--- src/rtl/mem_window_decoder.sv ---
module mem_window_decoder #(
  parameter logic [7:0] CFG_OFFSET = 8'h20,
  parameter int         GRAN_BITS  = 20
) (
  input  logic        clk,
  input  logic        rst_n,
  input  logic        cfg_wr,
  input  logic [7:0]  cfg_addr,
  input  logic [31:0] cfg_wdata,
  input  logic [3:0]  cfg_be,
  output logic [31:0] cfg_rdata,
  input  logic        mem_en,
  input  logic        master_en,
  input  logic        p_valid,
  input  logic [3:0]  p_cmd,
  input  logic        p_dac,
  input  logic [31:0] p_addr,
  output logic        p_claim,
  output logic        p_single,
  input  logic        s_valid,
  input  logic [3:0]  s_cmd,
  input  logic        s_dac,
  input  logic [31:0] s_addr,
  input  logic        s_pf_hit,
  input  logic        s_vga_hit,
  output logic        s_claim
);
  localparam int TOP_W = 32 - GRAN_BITS;
  localparam int LSB   = 16 - TOP_W;

  logic [TOP_W-1:0] win_lo, win_hi;
  logic             sel, p_in, s_in, p_mem, s_mem;

  function automatic logic is_mem(input logic [3:0] c);
    return c == 4'h6 || c == 4'h7 || c == 4'hC || c == 4'hE || c == 4'hF;
  endfunction

  assign sel = cfg_addr[7:2] == CFG_OFFSET[7:2];

  always_ff @(posedge clk) begin
    if (!rst_n) begin
      win_lo <= '0;
      win_hi <= '0;
    end else if (cfg_wr && sel) begin
      if (cfg_be[0]) win_lo[7-LSB:0]      <= cfg_wdata[7:LSB];
      if (cfg_be[1]) win_lo[TOP_W-1:8-LSB] <= cfg_wdata[15:8];
      if (cfg_be[2]) win_hi[7-LSB:0]      <= cfg_wdata[23:16+LSB];
      if (cfg_be[3]) win_hi[TOP_W-1:8-LSB] <= cfg_wdata[31:24];
    end
  end

  assign cfg_rdata = sel ? {win_hi, {LSB{1'b0}}, win_lo, {LSB{1'b0}}} : 32'h0;

  assign p_in  = !p_dac && p_addr[31:GRAN_BITS] >= win_lo && p_addr[31:GRAN_BITS] <= win_hi;
  assign s_in  = !s_dac && s_addr[31:GRAN_BITS] >= win_lo && s_addr[31:GRAN_BITS] <= win_hi;
  assign p_mem = p_valid && is_mem(p_cmd);
  assign s_mem = s_valid && is_mem(s_cmd);

  assign p_claim  = p_mem && mem_en && p_in;
  assign p_single = p_claim && p_cmd == 4'h6;
  assign s_claim  = s_mem && master_en && !s_in && !s_pf_hit && !s_vga_hit;


  p_claim_gate_chk: assert property (@(posedge clk) disable iff (!rst_n)
    p_claim |-> mem_en && p_valid);

  s_claim_gate_chk: assert property (@(posedge clk) disable iff (!rst_n)
    s_claim |-> master_en && !s_pf_hit && !s_vga_hit);

  p_dac_chk: assert property (@(posedge clk) disable iff (!rst_n)
    p_dac |-> !p_claim);

  p_single_chk: assert property (@(posedge clk) disable iff (!rst_n)
    p_single |-> p_claim && p_cmd == 4'h6);

  hi_byte_wr_chk: assert property (@(posedge clk) disable iff (!rst_n)
    cfg_wr && cfg_addr == CFG_OFFSET && cfg_be[3]
    |=> cfg_addr != CFG_OFFSET || cfg_rdata[31:24] == $past(cfg_wdata[31:24]));

  other_ofs_chk: assert property (@(posedge clk) disable iff (!rst_n)
    cfg_wr && cfg_addr[7:2] != CFG_OFFSET[7:2] |=> $stable(win_lo) && $stable(win_hi));
endmodule

--- config.mk ---
export PLATFORM = sky130hd
export DESIGN_NAME = mem_window_decoder
export DESIGN_NICKNAME = d
export VERILOG_FILES = /design/src/rtl/mem_window_decoder.sv
export SDC_FILE = /design/constraint.sdc
export NUM_CORES = 1
export LEC_CHECK = 0
export CAP_MARGIN = 20
export CORE_MARGIN = 2
export CORE_UTILIZATION = 36
export CTS_CLUSTER_SIZE = 20
export DETAILED_ROUTE_END_ITERATION = 10
export PLACE_DENSITY = 0.89
export SLEW_MARGIN = 20
export SYNTH_ARGS = -nofsm -noshare
export SYNTH_HDL_FRONTEND = slang
export SYNTH_SLANG_ARGS = --single-unit
export TNS_END_PERCENT = 1
--- constraint.sdc ---
create_clock -name clk -period 2.4 [get_ports clk]
set_clock_uncertainty 0.05 [all_clocks]
set_input_delay 0.48 -clock clk [delete_from_list [all_inputs] [get_ports clk]]
set_output_delay 0.48 -clock clk [all_outputs]
set_load 0.02 [all_outputs]
After elaboration in Yosys (flattened, before gate mapping)
Index checks and enable logic that the tools add are counted.
{ "word_totals": {"reg_bits": 24, "word_cells": 51, "rom_bits": 0, "latch_bits": 0, "mem_bits_rw": 0, "in_bits": 127, "output_inout_bits": 35, "mem_count": 0} }
{ "op_classes": {"n_reduce_logical": 31, "shift": 0, "div": 0, "bitwise_logic": 0, "order_cmp": 4, "n_eq_ne": 11, "mul": 0, "mux": 1, "add_sub_neg": 0} }
{ "op_table": {"columns": ["op", "count"], "rows": [
  ["32-bit 2-to-1 mux", 1],
  ["4-bit == test (second input constant)", 6],
  ["12-bit >= comparator", 2],
  ["12-bit less-or-equal comparator", 2],
  ["4-bit by 3-bit == test with 1-bit output (second input constant)", 4],
  ["1-bit logical AND", 14],
  ["1-bit logical OR", 8],
  ["2-bit AND reduction", 4],
  ["6-bit by 4-bit == test with 1-bit output (second input constant)", 1],
  ["1-bit logical NOT", 5]
]} }

Depth between registers and ports, before layout
{ "logic_depth": {"word_depth": 10, "mapped_depth": 7, "depth_no_buf": 7} }

Worst setup path before layout
Ideal clock, no wire load.
{ "synth_path": {"path_type": "input to output", "startpoint": "in p_addr[20]", "endpoint": "out p_single", "arrival_time_ns": 2.112, "path_buffers": 0, "cell_stages": 7, "setup_slack_ns": -0.242, "cell_sequence": "inv_1 -> ha_1 -> nor2b_1 -> o21ai_0 -> a221oi_1 -> o311a_1 -> nor4_1"} }
{ "synth_between": {"elab_chain_cells": 5} }
{ "synth_rtl": {"columns": ["element", "line", "rtl"], "rows": [
  ["start: declaration", "17", "input logic [31:0] p_addr,"],
  ["12-bit >= comparator", "54", "assign p_in = !p_dac && p_addr[31:GRAN_BITS] >= win_lo && p_addr[31:GRAN_BITS] <= win_hi;"],
  ["1-bit logical AND", "54", null],
  ["1-bit logical AND (*)", "54", null],
  ["1-bit logical AND (*)", "59", "assign p_claim = p_mem && mem_en && p_in;"],
  ["1-bit logical AND (*)", "60", "assign p_single = p_claim && p_cmd == 4'h6;"],
  ["end: declaration", "19", "output logic p_single,"]
]} }
Mark *: on every way between the ends. The rest lies on a longest branch, timed or not.

Worst setup path after layout
{ "layout_path": {"startpoint": "in s_addr[25]", "endpoint": "out s_claim"} }
{ "layout_between": {"elab_chain_cells": 7} }
{ "layout_rtl": {"columns": ["element", "line", "rtl"], "rows": [
  ["start: declaration", "23", "input logic [31:0] s_addr,"],
  ["12-bit >= comparator", "55", "assign s_in = !s_dac && s_addr[31:GRAN_BITS] >= win_lo && s_addr[31:GRAN_BITS] <= win_hi;"],
  ["1-bit logical AND", "55", null],
  ["1-bit logical AND (*)", "55", null],
  ["1-bit logical NOT (*)", "61", "assign s_claim = s_mem && master_en && !s_in && !s_pf_hit && !s_vga_hit;"],
  ["1-bit logical AND (*) (3 in a row)", "61", null],
  ["end: declaration", "26", "output logic s_claim"]
]} }
Marked as above.

==> flow_summary.json <==
{
  "status": "complete, but fails checks",
  "violations": "setup timing",
  "cts_root_buf": "clkbuf_8",
  "avgSynthCellArea_um2": 8.53,
  "die_area_um2": 7130,
  "viasPerCell": 5.51,
  "power.leakage_nw": 1.91,
  "hold_path.class": "flop to flop",
  "drtIter0Drc": 80,
  "cts_sinks": 24,
  "die_w_um": 84.4,
  "ant_nets": 0,
  "synth-seq-area-share_pct": 20.6,
  "syn_area_um2": 2330,
  "finalSetupTns_ps": -501,
  "end_kind": "output pin",
  "synthTopCellsByArea": "ha_1 (26%), dfxtp_1 (21%), mux2i_1 (10%)",
  "drv_slew": 0,
  "finalCriticalPeriod_ps": 2590,
  "syn_to_final_growth_pct": 95.4,
  "irDropWorstVdd_v": 0.000402,
  "critPathBufInv": 2,
  "critical_path_arrival_ps": 2060,
  "hold_buffers": 0,
  "fmax_mhz": 386,
  "nNetsFinal": 611,
  "holdPathStages": 2,
  "synth_cells": 273,
  "worstSkewPairLatency_ps": 260,
  "cts_tree": "built",
  "design_area_um2": 4550,
  "clockBufferDepth": 2,
  "dieHeight_um": 84.4,
  "core-area_um2": 6310,
  "internal_power_uw": 738,
  "path_clk_slew_ps": 80,
  "p_per_area_nw_per_um2": 230,
  "drive_gt1_share_pct": 48.8,
  "io_buffers": 103,
  "worst_slack_ps": -193,
  "rsz0062_at_grt": "true",
  "totalWireLength_um": 9620,
  "hold_viol_final": 0,
  "maxCapViolCount": 0,
  "crit_chain": "dlygate4sd2_1 > ha_1 > nand3_2 > a2111oi_4 > nor3_2 > o31a_1 > buf_6",
  "cts_buffers": 3,
  "grt_pass1_vias": 3001,
  "ys_ff_latch": 24,
  "htree_levels": 1,
  "p_clk_share_pct": 22.9,
  "worst-r2r-cell-count": 3,
  "crit_slowest_cell": "a2111oi_4",
  "yosys.area.top_type_share_pct": 25.8,
  "antenna_found_initial": 1,
  "grt_max_degree": 25,
  "grt_overflow": 0,
  "nFillCells": 412,
  "p_sw_share_pct": 29.5,
  "critPathTopFamily": "compound AO/OA/AOI/OAI gates",
  "rr_endpoint": "win_lo[0]",
  "max_stage_delay_ps": 380,
  "vias": 2822,
  "ys_warn_count": 0,
  "switching_power_uw": 309,
  "rows": 29,
  "drc": 0,
  "yosys.cell_types.count": 37,
  "crit_path_max_fanout": 2,
  "gp_congestion": 0.831,
  "grtUsageTotal_pct": 25.5,
  "first_pass_iters": 4,
  "seq_power_share_pct": 38.1,
  "critical_path_class": "input port to output pin",
  "yosysTopAreaCell": "ha_1",
  "startpoint_type": "input port",
  "relSlewSlack_pct": 53.1,
  "start_util_pct": 36.9,
  "pin_count": 162,
  "r2r_slack_ps": 1430,
  "hpwl_um": 6370,
  "power_frac_comb_pct": 38.9,
  "hold-worst-slack_ps": 488,
  "critPathLaunch": "s_addr[25]",
  "worst_pin_slew_ps": 701,
  "whs_endpoint": "win_hi[1]",
  "rr_startpoint": "win_lo[0]",
  "placed_area_um2": 3860,
  "grt_pass1_wl_um": 14600,
  "setup_violations": 3,
  "fin_crit_sh_pct": 108,
  "wire_per_inst_um": 18.8,
  "min_from": "win_hi[1]",
  "required_ps": 1870
}
[flip-flops by register name, indices dropped and copies added (netlist names)]
register,count
win_lo,12
win_hi,12
[synthesized netlist by cell type]
master / count
ha_1: 48
or4bb_1: 1
nor3_4: 1
or3_1: 1
a211oi_1: 1
and4_1: 1
a2111oi_0: 1
o21a_1: 1
nor2b_1: 28
and3_1: 1
dfxtp_1: 24
nor2_1: 5
nor3_1: 3
clkbuf_1: 9
or4b_1: 1
buf_4: 8
o31a_1: 1
and4b_1: 1
inv_1: 28
o21ai_0: 8
nand2_1: 6
nor4_1: 25
nand3_2: 2
nand3_1: 6
nand4_1: 8
o311a_1: 1
a221oi_1: 2
a21oi_1: 16
nand2b_1: 1
and2_1: 2
o22ai_1: 2
o211ai_1: 1
conb_1: 1
a31oi_1: 1
a211o_1: 1
a21o_1: 2
mux2i_1: 24
[cell families (layout without fill, tap and decap cells)]
kind of cell | after synthesis | after routing | synth area share [%]
buf+inv | 45 | 199 | 8.54
fa+ha+maj | 48 | 48 | 25.8
mux | 24 | 24 | 10.3
compound gates | 38 | 38 | 9.88
simple gates | 93 | 93 | 24.7
other cells | 1 | 9 | 0.161
flops | 24 | 24 | 20.6
[layer usage]
layer | vias to the layer above | routed length, µm | track usage (%)
li1 | 1313 | - | -
met1 | 1352 | 3810 | 29.7
met2 | 127 | 4930 | 47.2
met3 | 30 | 583 | 4.42
met4 | 0 | 296 | 8.37
met5 | - | 0 | 0
[power groups by stage]
stage               Clock (mW)  Sequential (mW)  Combinational, mW
finish                   0.240            0.399              0.408
CTS                      0.244            0.399              0.380
global placement             0            0.409              0.305
detailed placement           0            0.409              0.318
global route             0.259            0.399              0.435
floorplan                    0            0.408              0.126
[layout make-up]
class / count / area [µm²] / area share (%)
Multi-Input combinational cell: 211 / 2320 / 51.0
Timing Repair Buffer: 168 / 1480 / 32.5
Sequential cell: 24 / 495 / 10.9
Inverter: 28 / 115 / 2.53
Tap cell: 77 / 96.3 / 2.12
Clock buffer: 3 / 41.3 / 0.907
Antenna cell: 1 / 2.50 / 0.0550
[through the flow]
step | total power [mW] | utilization [%] | setup slack [ps] | std cells
global route | 1.09 | 72.1 | -277 | 512
floorplan | 0.535 | - | -120 | 280
detailed placement | 0.726 | 61.2 | -1080 | 500
global placement | 0.713 | 61.2 | -1060 | 500
CTS | 1.02 | 71.3 | -159 | 509
finish | 1.05 | 72.1 | -193 | 512
[layout by cell type, fill, tap and decap left out, types with 6 or more instances in the layout]
| cell type | instances |
|---|---|
| dfxtp_1 | 12 |
| nand4_1 | 8 |
| buf_4 | 63 |
| clkdlybuf4s15_2 | 10 |
| ha_1 | 21 |
| a21oi_1 | 10 |
| nor4_2 | 13 |
| nor4_4 | 8 |
| dfxtp_2 | 12 |
| clkdlybuf4s15_1 | 6 |
| nor2b_1 | 28 |
| buf_2 | 19 |
| clkdlybuf4s50_1 | 48 |
| inv_2 | 14 |
| ha_4 | 26 |
| mux2i_1 | 24 |
| inv_1 | 10 |
| conb_1 | 8 |
[worst max-delay path by stage]
stage / to / slack (ps) / cells past startpoint
floorplan: cfg_rdata[10] / -120 / 4
global placement: p_single / -1060 / 8
CTS: s_claim / -160 / 8
detailed placement: p_single / -1080 / 8
finish: s_claim / -190 / 7
global route: s_claim / -280 / 8
[worst reg2reg max path, delay by kind of cell (launching register included)]
kind	cells	cell delay, ps
buf+inv	1	160
flops	1	380
mux	1	190
simple gates	1	80
[what timing repair did]
action / 4_1_cts / 5_1_grt
setup endpoints to repair: 28 / 8
setup buffers: 5 / 2
gates cloned: 1 / 0
resized for setup: 306 / 28
pin swaps: 47 / 20
Note: power is estimated with default switching activity, not from simulation.
